`src/rtl/pfq_pkg.sv`:
```
package pfq_pkg;

    typedef enum logic [1:0] {
        ST_IDLE   = 2'd0,
        ST_PURGE  = 2'd1,
        ST_SQUASH = 2'd2,
        ST_ISSUE  = 2'd3
    } pfq_state_e;

    localparam int EV_IDENT  = 0;
    localparam int EV_DUP    = 1;
    localparam int EV_EVICT  = 2;
    localparam int EV_MISSRM = 3;
    localparam int EV_SQUASH = 4;
    localparam int EV_ISSUED = 5;
    localparam int NUM_EV    = 6;

endpackage

```
`src/rtl/pfq_store.sv`:
```
module pfq_store #(
    parameter int DEPTH  = 8,
    parameter int ADDR_W = 32,
    parameter int TIME_W = 16,
    localparam int OCC_W = $clog2(DEPTH + 1)
) (
    input  logic              clk,
    input  logic              rst_n,
    input  logic              rm_en,
    input  logic [OCC_W-1:0]  rm_idx,
    input  logic              push_en,
    input  logic [ADDR_W-1:0] push_addr,
    input  logic [TIME_W-1:0] push_time,
    output logic [ADDR_W-1:0] slot_addr [DEPTH],
    output logic [TIME_W-1:0] slot_time [DEPTH],
    output logic [OCC_W-1:0]  occ
);

    logic [ADDR_W-1:0] addr_q [DEPTH];
    logic [TIME_W-1:0] time_q [DEPTH];
    logic [ADDR_W-1:0] addr_d [DEPTH];
    logic [TIME_W-1:0] time_d [DEPTH];
    logic [OCC_W-1:0]  occ_q, occ_mid, occ_d;

    // Removal compacts toward slot 0, then a push lands at the new tail.
    always_comb begin
        addr_d  = addr_q;
        time_d  = time_q;
        occ_mid = occ_q;
        if (rm_en) begin
            for (int i = 0; i < DEPTH - 1; i++) begin
                if (OCC_W'(i) >= rm_idx) begin
                    addr_d[i] = addr_q[i+1];
                    time_d[i] = time_q[i+1];
                end
            end
            occ_mid = occ_q - 1'b1;
        end
        occ_d = occ_mid;
        if (push_en) begin
            for (int i = 0; i < DEPTH; i++) begin
                if (OCC_W'(i) == occ_mid) begin
                    addr_d[i] = push_addr;
                    time_d[i] = push_time;
                end
            end
            occ_d = occ_mid + 1'b1;
        end
    end

    always_ff @(posedge clk) begin
        if (!rst_n) begin
            occ_q <= '0;
            for (int i = 0; i < DEPTH; i++) begin
                addr_q[i] <= '0;
                time_q[i] <= '0;
            end
        end else begin
            occ_q  <= occ_d;
            addr_q <= addr_d;
            time_q <= time_d;
        end
    end

    assign slot_addr = addr_q;
    assign slot_time = time_q;
    assign occ       = occ_q;

endmodule

```
`src/rtl/pfq_match.sv`:
```
module pfq_match #(
    parameter int DEPTH  = 8,
    parameter int ADDR_W = 32,
    localparam int OCC_W = $clog2(DEPTH + 1)
) (
    input  logic [ADDR_W-1:0] slot_addr [DEPTH],
    input  logic [OCC_W-1:0]  occ,
    input  logic [ADDR_W-1:0] key,
    output logic              hit,
    output logic [OCC_W-1:0]  hit_idx
);

    logic [DEPTH-1:0] eq;

    for (genvar g = 0; g < DEPTH; g++) begin : g_cmp
        assign eq[g] = (OCC_W'(g) < occ) && (slot_addr[g] == key);
    end

    always_comb begin
        hit_idx = '0;
        for (int i = DEPTH - 1; i >= 0; i--) begin
            if (eq[i]) hit_idx = OCC_W'(i);
        end
    end

    assign hit = |eq;

endmodule

```
`src/rtl/pfq_evcount.sv`:
```
module pfq_evcount #(
    parameter int NUM   = 6,
    parameter int CNT_W = 16
) (
    input  logic             clk,
    input  logic             rst_n,
    input  logic [NUM-1:0]   inc,
    output logic [CNT_W-1:0] cnt [NUM]
);

    for (genvar g = 0; g < NUM; g++) begin : g_ctr
        always_ff @(posedge clk) begin
            if (!rst_n)      cnt[g] <= '0;
            else if (inc[g]) cnt[g] <= cnt[g] + 1'b1;
        end
    end

endmodule

```
`src/rtl/pf_queue_mgr.sv`:
```
module pf_queue_mgr
    import pfq_pkg::*;
#(
    parameter int DEPTH     = 8,
    parameter int ADDR_W    = 32,
    parameter int TIME_W    = 16,
    parameter int DELAY_W   = 8,
    parameter int BLK_BYTES = 64,
    parameter int CNT_W     = 16
) (
    input  logic               clk,
    input  logic               rst_n,
    input  logic               cfg_data_only,
    input  logic               cfg_serial_squash,
    input  logic               cfg_push_check,
    input  logic               miss_valid,
    output logic               miss_ready,
    input  logic [ADDR_W-1:0]  miss_addr,
    input  logic [TIME_W-1:0]  miss_time,
    input  logic               miss_uncache,
    input  logic               miss_ifetch,
    input  logic               cand_valid,
    output logic               cand_ready,
    input  logic [ADDR_W-1:0]  cand_addr,
    input  logic [DELAY_W-1:0] cand_delay,
    output logic [ADDR_W-1:0]  cache_lkup_addr,
    input  logic               cache_hit,
    output logic [ADDR_W-1:0]  mshr_lkup_addr,
    input  logic               mshr_hit,
    input  logic               iss_req,
    output logic               iss_done,
    output logic               iss_valid,
    output logic [ADDR_W-1:0]  iss_addr,
    output logic               bus_req,
    output logic [TIME_W-1:0]  bus_time,
    output logic [CNT_W-1:0]   cnt_identified,
    output logic [CNT_W-1:0]   cnt_dup,
    output logic [CNT_W-1:0]   cnt_evicted,
    output logic [CNT_W-1:0]   cnt_miss_removed,
    output logic [CNT_W-1:0]   cnt_squashed,
    output logic [CNT_W-1:0]   cnt_issued
);

    localparam int OCC_W = $clog2(DEPTH + 1);
    localparam logic [ADDR_W-1:0] BLK_MASK = ~(ADDR_W'(BLK_BYTES - 1));

    pfq_state_e state_q, state_d;

    logic [ADDR_W-1:0] miss_blk_q;
    logic [TIME_W-1:0] miss_time_q;
    logic              bus_req_q;
    logic [TIME_W-1:0] bus_time_q;

    logic [ADDR_W-1:0] slot_addr [DEPTH];
    logic [TIME_W-1:0] slot_time [DEPTH];
    logic [OCC_W-1:0]  occ;

    logic              rm_en, push_en, load_miss;
    logic [OCC_W-1:0]  rm_idx;
    logic [TIME_W-1:0] push_time;
    logic [NUM_EV-1:0] ev;

    logic [ADDR_W-1:0] miss_blk, cand_blk, match_key, head_addr;
    logic [TIME_W-1:0] tail_time;
    logic              q_empty, q_full, miss_ok;
    logic              m_hit;
    logic [OCC_W-1:0]  m_idx;
    logic              drop_cache, drop_mshr, cand_dup, cand_ins;
    logic              head_cached;
    logic              squash_step;

    logic [CNT_W-1:0]  ctr [NUM_EV];

    // block addresses clear the offset bits
    assign miss_blk  = miss_addr & BLK_MASK;
    assign cand_blk  = cand_addr & BLK_MASK;
    assign head_addr = slot_addr[0];
    assign q_empty   = (occ == '0);
    assign q_full    = (occ == OCC_W'(DEPTH));

    // uncacheable misses, and ifetch misses in data-only mode, are ignored
    assign miss_ok = !miss_uncache && !(miss_ifetch && cfg_data_only);

    always_comb begin
        tail_time = '0;
        for (int i = 0; i < DEPTH; i++) begin
            if (OCC_W'(i) == occ - 1'b1) tail_time = slot_time[i];
        end
    end

    assign match_key = (state_q == ST_PURGE) ? miss_blk_q : cand_blk;

    pfq_store #(
        .DEPTH  (DEPTH),
        .ADDR_W (ADDR_W),
        .TIME_W (TIME_W)
    ) u_store (
        .clk       (clk),
        .rst_n     (rst_n),
        .rm_en     (rm_en),
        .rm_idx    (rm_idx),
        .push_en   (push_en),
        .push_addr (cand_blk),
        .push_time (push_time),
        .slot_addr (slot_addr),
        .slot_time (slot_time),
        .occ       (occ)
    );

    pfq_match #(
        .DEPTH  (DEPTH),
        .ADDR_W (ADDR_W)
    ) u_match (
        .slot_addr (slot_addr),
        .occ       (occ),
        .key       (match_key),
        .hit       (m_hit),
        .hit_idx   (m_idx)
    );

    pfq_evcount #(
        .NUM   (NUM_EV),
        .CNT_W (CNT_W)
    ) u_evcount (
        .clk   (clk),
        .rst_n (rst_n),
        .inc   (ev),
        .cnt   (ctr)
    );

    // Lookups: the cache port follows the head while issuing, else the candidate.
    assign cache_lkup_addr = (state_q == ST_ISSUE) ? head_addr : cand_blk;
    assign mshr_lkup_addr  = cand_blk;

    // filter order is cache (push mode), miss-status queue, own queue
    assign drop_cache = cfg_push_check && cache_hit;
    assign drop_mshr  = !drop_cache && mshr_hit;
    assign cand_dup   = !drop_cache && !drop_mshr && m_hit;
    assign cand_ins   = !drop_cache && !drop_mshr && !m_hit;

    // ready time relative to the latched miss time
    assign push_time = miss_time_q + TIME_W'(cand_delay);

    // issue-time cache check only when push-time checking is off
    assign head_cached = !cfg_push_check && cache_hit;

    // tail qualifies for squash
    assign squash_step = !q_empty && (tail_time >= miss_time_q);

    // State register
    always_ff @(posedge clk) begin
        if (!rst_n) state_q <= ST_IDLE;
        else        state_q <= state_d;
    end

    // Transitions and queue operations
    always_comb begin
        state_d   = state_q;
        rm_en     = 1'b0;
        rm_idx    = '0;
        push_en   = 1'b0;
        load_miss = 1'b0;
        ev        = '0;
        unique case (state_q)
            ST_IDLE: begin
                if (miss_valid) begin
                    // a miss wins over a pending issue request
                    if (miss_ok) begin
                        load_miss = 1'b1;
                        state_d   = ST_PURGE;
                    end
                end else if (iss_req) begin
                    state_d = ST_ISSUE;
                end else if (cand_valid) begin
                    ev[EV_IDENT] = 1'b1;
                    ev[EV_DUP]   = cand_dup;
                    if (cand_ins) begin
                        push_en = 1'b1;
                        if (q_full) begin
                            // make room by dropping the head
                            rm_en        = 1'b1;
                            rm_idx       = '0;
                            ev[EV_EVICT] = 1'b1;
                        end
                    end
                end
            end
            ST_PURGE: begin
                // at most one entry can match the miss block
                if (m_hit) begin
                    rm_en         = 1'b1;
                    rm_idx        = m_idx;
                    ev[EV_MISSRM] = 1'b1;
                end
                state_d = cfg_serial_squash ? ST_SQUASH : ST_IDLE;
            end
            ST_SQUASH: begin
                if (squash_step) begin
                    rm_en         = 1'b1;
                    rm_idx        = occ - 1'b1;
                    ev[EV_SQUASH] = 1'b1;
                end else begin
                    state_d = ST_IDLE;
                end
            end
            ST_ISSUE: begin
                if (q_empty) begin
                    state_d = ST_IDLE;
                end else begin
                    rm_en  = 1'b1;
                    rm_idx = '0;
                    if (!head_cached) begin
                        ev[EV_ISSUED] = 1'b1;
                        state_d       = ST_IDLE;
                    end else if (occ == OCC_W'(1)) begin
                        state_d = ST_IDLE;
                    end
                end
            end
            default: state_d = ST_IDLE;
        endcase
    end

    // Miss latch and bus request
    always_ff @(posedge clk) begin
        if (!rst_n) begin
            miss_blk_q  <= '0;
            miss_time_q <= '0;
            bus_req_q   <= 1'b0;
            bus_time_q  <= '0;
        end else begin
            if (load_miss) begin
                miss_blk_q  <= miss_blk;
                miss_time_q <= miss_time;
            end
            // set on insertion, clear when the last entry leaves
            if (push_en) begin
                bus_req_q  <= 1'b1;
                bus_time_q <= push_time;
            end else if (rm_en && occ == OCC_W'(1)) begin
                bus_req_q <= 1'b0;
            end
        end
    end

    // Outputs
    always_comb begin
        miss_ready = (state_q == ST_IDLE);
        cand_ready = (state_q == ST_IDLE) && !miss_valid && !iss_req;
        iss_done   = (state_q == ST_ISSUE) &&
                     (q_empty || !head_cached || occ == OCC_W'(1));
        iss_valid  = (state_q == ST_ISSUE) && !q_empty && !head_cached;
        iss_addr   = head_addr;
    end

    assign bus_req          = bus_req_q;
    assign bus_time         = bus_time_q;
    assign cnt_identified   = ctr[EV_IDENT];
    assign cnt_dup          = ctr[EV_DUP];
    assign cnt_evicted      = ctr[EV_EVICT];
    assign cnt_miss_removed = ctr[EV_MISSRM];
    assign cnt_squashed     = ctr[EV_SQUASH];
    assign cnt_issued       = ctr[EV_ISSUED];

endmodule

```
`config.mk`:
```
export PLATFORM = sky130hd
export DESIGN_NAME = pf_queue_mgr
export DESIGN_NICKNAME = d
export VERILOG_FILES = /design/src/rtl/pfq_pkg.sv /design/src/rtl/pfq_store.sv /design/src/rtl/pfq_match.sv /design/src/rtl/pfq_evcount.sv /design/src/rtl/pf_queue_mgr.sv
export SDC_FILE = /design/constraint.sdc
export NUM_CORES = 2
export LEC_CHECK = 0
export BUFFER_PORTS_ARGS = -buffer_cell sky130_fd_sc_hd__buf_2
export CAP_MARGIN = 25
export CORE_MARGIN = 3
export CORE_UTILIZATION = 40
export DETAILED_ROUTE_END_ITERATION = 6
export GPL_TIMING_DRIVEN = 1
export PLACE_DENSITY = 0.6
export RECOVER_POWER = 25
export REMOVE_ABC_BUFFERS = 1
export SLEW_MARGIN = 25
export SYNTH_ARGS = -nofsm -noshare
export SYNTH_HDL_FRONTEND = slang
export SYNTH_HIERARCHICAL = 1
export SYNTH_SLANG_ARGS = --single-unit
```
`constraint.sdc`:
```
create_clock -name clk -period 7 [get_ports clk]
set_input_delay 0.35 -clock clk [delete_from_list [all_inputs] [get_ports clk]]
set_output_delay 0.35 -clock clk [all_outputs]
set_load 0.005 [all_outputs]
```
==> results by group <==
Power
  – Leak: 16.0 nW
  – Clock power frac: 36.2%
  – Sw Share: 33.3%
  – Internal: 0.00631 W
  – Seq pwr share: 37.9%
  – Switching Power: 0.00315 W
  – PD cells: 261 nW/um^2
  – Worst vdd ir: 0.188 mV
  – Logic gate share of total power: 25.9%

Route
  – Drt initial violations: 2406
  – Via density: 5.66
  – Drt total wl: 104000 um
  – DR DRC count: 0
  – Via count: 27200
  – Detailed-router iteration count before antenna repair: 6
  – Antenna-violating nets left: 0
  – Routed wire length per instance: 21.6 um

Setup path
  – WP data arrival: 6.89 ns
  – FF-to-FF path depth: 21
  – CP max stage cell: nor4_1
  – Worst path required time: 7.56 ns
  – Worst-path maximum fanout: 48
  – Crit path cell chain: nand2b_2 > buf_12 > mux2_2 > xnor2_1 > nand4_1 > nor4_1 > nand4_1 > nand2b_1 > nor3_1 > nand2_1 > or4_1 > nor3_2 > buf_4 > or3b_1 > mux2i_1 > inv_1 > ha_1 > nand2_1 > o21bai_4 > buf_12 > mux2i_1
  – WS Path Type: register to register
  – Crit end category: register
  – Worst path max stage delay: 0.72 ns
  – Crit path launch type: register

Final layout
  – Area grow syn2layout: 14.3%
  – Filler cells: 7638
  – Non-Filler Instances: 4812
  – Ratio of cells with drive above 1 in the final layout: 12.4%
  – Nets: 3860

Status
  – Outcome: finished with violations
  – Failing checks: capacitance limit, slew limit

Logic synthesis
  – Leading area contributor after synthesis: dfxtp_1
  – Seq/Total Area, Yosys: 34.4%
  – Synth top area cells: dfxtp_1, mux2i_1, xor2_1
  – Cell area after synthesis: 31700 sq um
  – Most frequent cell after synthesis: dfxtp_1
  – Syn. warnings: 6
  – Post-synth ARST share: 0%
  – Most frequent cells after synthesis: dfxtp_1, mux2i_1, nand2_1, xor2_1, o211ai_1
  – Mapped Cells: 3563
  – EDFF count, synth: 0
  – Most used DFF post-synth: dfxtp_1
  – Number of distinct library cells after synthesis: 92
  – Register bit total from synthesis: 545
  – Syn avg cell area: 8.90 sq um
  – Synth top area share: 34.4%

CTS
  – Clk_lat worst skew: 0.66 ns
  – Clock-pin slew on the worst setup and hold paths: 0.07 ns
  – Root Buffer: clkbuf_16
  – Worst-case clock buffer depth: 3
  – Clock sinks: 545
  – CTS H-tree depth: 2
  – Post-cts sizing count: 0
  – TritonCTS clock tree: yes
  – Inserted Clock Buffers: 60

Placement
  – Port bufs: 294
  – DP HPWL: 68100 um
  – DP Cell Count: 4655
  – GP Congestion: 0.935

Floorplan
  – Die X: 288 um
  – IO Pins: 313
  – Initial Utilization: 40.7%
  – Core Rows: 102
  – Height of the chip: 288 um
  – Core region area: 78000 sq um
  – Die area: 82700 sq um

Timing
  – Fin Clk Skew: 0.0331 ns
  – Worst-Margin Slew: 2.93 ns
  – Final Hold Fails: 0
  – RSZ-0062 raised after global routing: false
  – TNS Setup: 0 ns
  – Worst rel slew slack: -95.1%
  – FMAX: 0.158 GHz
  – Period minus WS final: 6.33 ns
  – Final period util: 90.4%
  – Setup-failing EPs final: 0
  – Max Slew Vio Count: 43

Global routing
  – Grt total ovfl: 0
  – First-pass GRT wire length: 157000 um
  – GR Util All Layers: 24.2%
  – Largest net degree at the start of global routing: 289
  – Vias in the first global route: 25400
  – Initial antenna violation count: 3

Hold path
  – Min-Delay Path Depth: 3
  – Hold crit path type: input port to register

Job
  – Max-Cap Viols: 1
## flip-flops by register name (all words and copies together), names as in the netlist
| signal | cells |
|---|---|
| u_store/occ | 4 |
| u_store/slot_addr | 256 |
| bus_req | 1 |
| miss_time_q | 16 |
| u_store/slot_time | 128 |
| miss_blk_q | 26 |
| bus_time | 16 |
| u_evcount/cnt | 96 |
| state_q | 2 |
## path summary, 6_finish.rpt
check	from	end	slack, ns
hold reg to reg	bus_time[3]$_SDFFE_PN0P_	bus_time[3]$_SDFFE_PN0P_	0.46
setup / recovery	state_q[1]$_SDFFE_PN0P_	u_store/slot_time[96]$_SDFF_PN0_	0.67
setup reg to reg	state_q[1]$_SDFFE_PN0P_	u_store/slot_time[96]$_SDFF_PN0_	0.67
hold / removal	miss_addr[30]	miss_blk_q[30]$_SDFFE_PN0P_	0.09
## per-layer routing
metal / track usage [%] / share of wire (%) / vias to the layer above
met1: 34.4 / 46 / 13100
met2: 36.9 / 44 / 908
li1: - / - / 13000
met5: 0 / 0.027 / -
met3: 4.19 / 7.7 / 160
met4: 7.83 / 3.1 / 4
## layout make-up
type,instances,area (sq um),area share (%)
tap,1040,1300,3.59
sequential,545,10900,30.1
multi-input combinational,2648,19100,52.7
clock buffer,93,1780,4.90
timing repair buffer,413,2620,7.23
inverter,50,200,0.552
antenna,2,5.00,0.0138
clock inverter,21,342,0.943
## cells in the final DEF (no fill, tap or decap), types with 14 or more instances in the layout
| cell type | synthesis | routed |
|---|---|---|
| nor4_1 | 55 | 54 |
| clkbuf_8 | 0 | 15 |
| clkbuf_1 | 191 | 130 |
| xnor2_1 | 133 | 133 |
| buf_12 | 0 | 22 |
| buf_2 | 67 | 180 |
| nor2_1 | 116 | 115 |
| mux2i_1 | 403 | 403 |
| conb_1 | 2 | 19 |
| a21boi_1 | 14 | 14 |
| inv_1 | 49 | 48 |
| o22ai_1 | 16 | 16 |
| clkbuf_16 | 0 | 60 |
| dfxtp_1 | 545 | 545 |
| nand2_1 | 295 | 294 |
| dlygate4sd3_1 | 0 | 40 |
| mux2_2 | 52 | 52 |
| ha_1 | 41 | 41 |
| a221oi_1 | 15 | 15 |
| a211oi_1 | 19 | 19 |
| buf_4 | 52 | 54 |
| nand4_1 | 68 | 68 |
| and3_1 | 165 | 164 |
| o21ai_0 | 106 | 105 |
| xor2_1 | 207 | 207 |
| a21oi_1 | 35 | 35 |
| nand3_1 | 38 | 34 |
| nand2b_1 | 114 | 113 |
| o211ai_1 | 194 | 194 |
| a21boi_0 | 178 | 178 |
| or3_1 | 105 | 105 |
| nor3_1 | 29 | 29 |
| o21ai_1 | 87 | 86 |
## critical path: cells and delay by family, from the launching register on
family	cells	cell delay (ns)
compound gates	1	0.15
flops	1	0.32
mux	3	1.23
fa+ha+maj	1	0.22
buf+inv	4	0.89
simple gates	11	2.76
xor+xnor	1	0.50
## repair_timing
action	CTS	global route
hold buffers	40	0
setup buffers	0	0
hold endpoints to repair	40	0
## cell families (layout without fill, tap and decap cells)
group                      Yosys count  count (layout)  synth area share [%]
adders and majority gates           42              42                  1.68
xor gates and xnor gates           340             340                  9.39
buffers and inverters              387             577                  6.02
other                                2              21                0.0237
DFF                                545             545                  34.4
AOI/OAI and AO/OA                  728             728                  15.8
and+or+nand+nor                   1064            1064                  18.1
muxes                              455             455                  14.6
## metrics by stage
stage | area [sq um] | hold WS (ns) | util, % | setup WS (ns) | total power, W
2_1_floorplan | 30100 | 0.441 | - | -5.08 | 0.00505
3_3_place_gp | 33800 | 0.441 | 43.4 | 0.963 | 0.00601
3_5_place_dp | 33800 | 0.447 | 43.4 | 0.846 | 0.00602
4_1_cts | 36400 | 0.0800 | 46.6 | 0.801 | 0.00948
5_1_grt | 36200 | 0.107 | 46.5 | 0.152 | 0.00986
6_report | 36200 | 0.0925 | 46.5 | 0.675 | 0.00945
## power by group through the flow
stage / Sequential, W / Clock, W / Combinational (W)
global placement: 0.00364 / 0 / 0.00237
floorplan: 0.00360 / 0 / 0.00146
CTS: 0.00358 / 0.00349 / 0.00241
finish: 0.00358 / 0.00343 / 0.00245
global route: 0.00362 / 0.00360 / 0.00265
detailed placement: 0.00364 / 0 / 0.00238
Power figures use the tool's default switching activity.
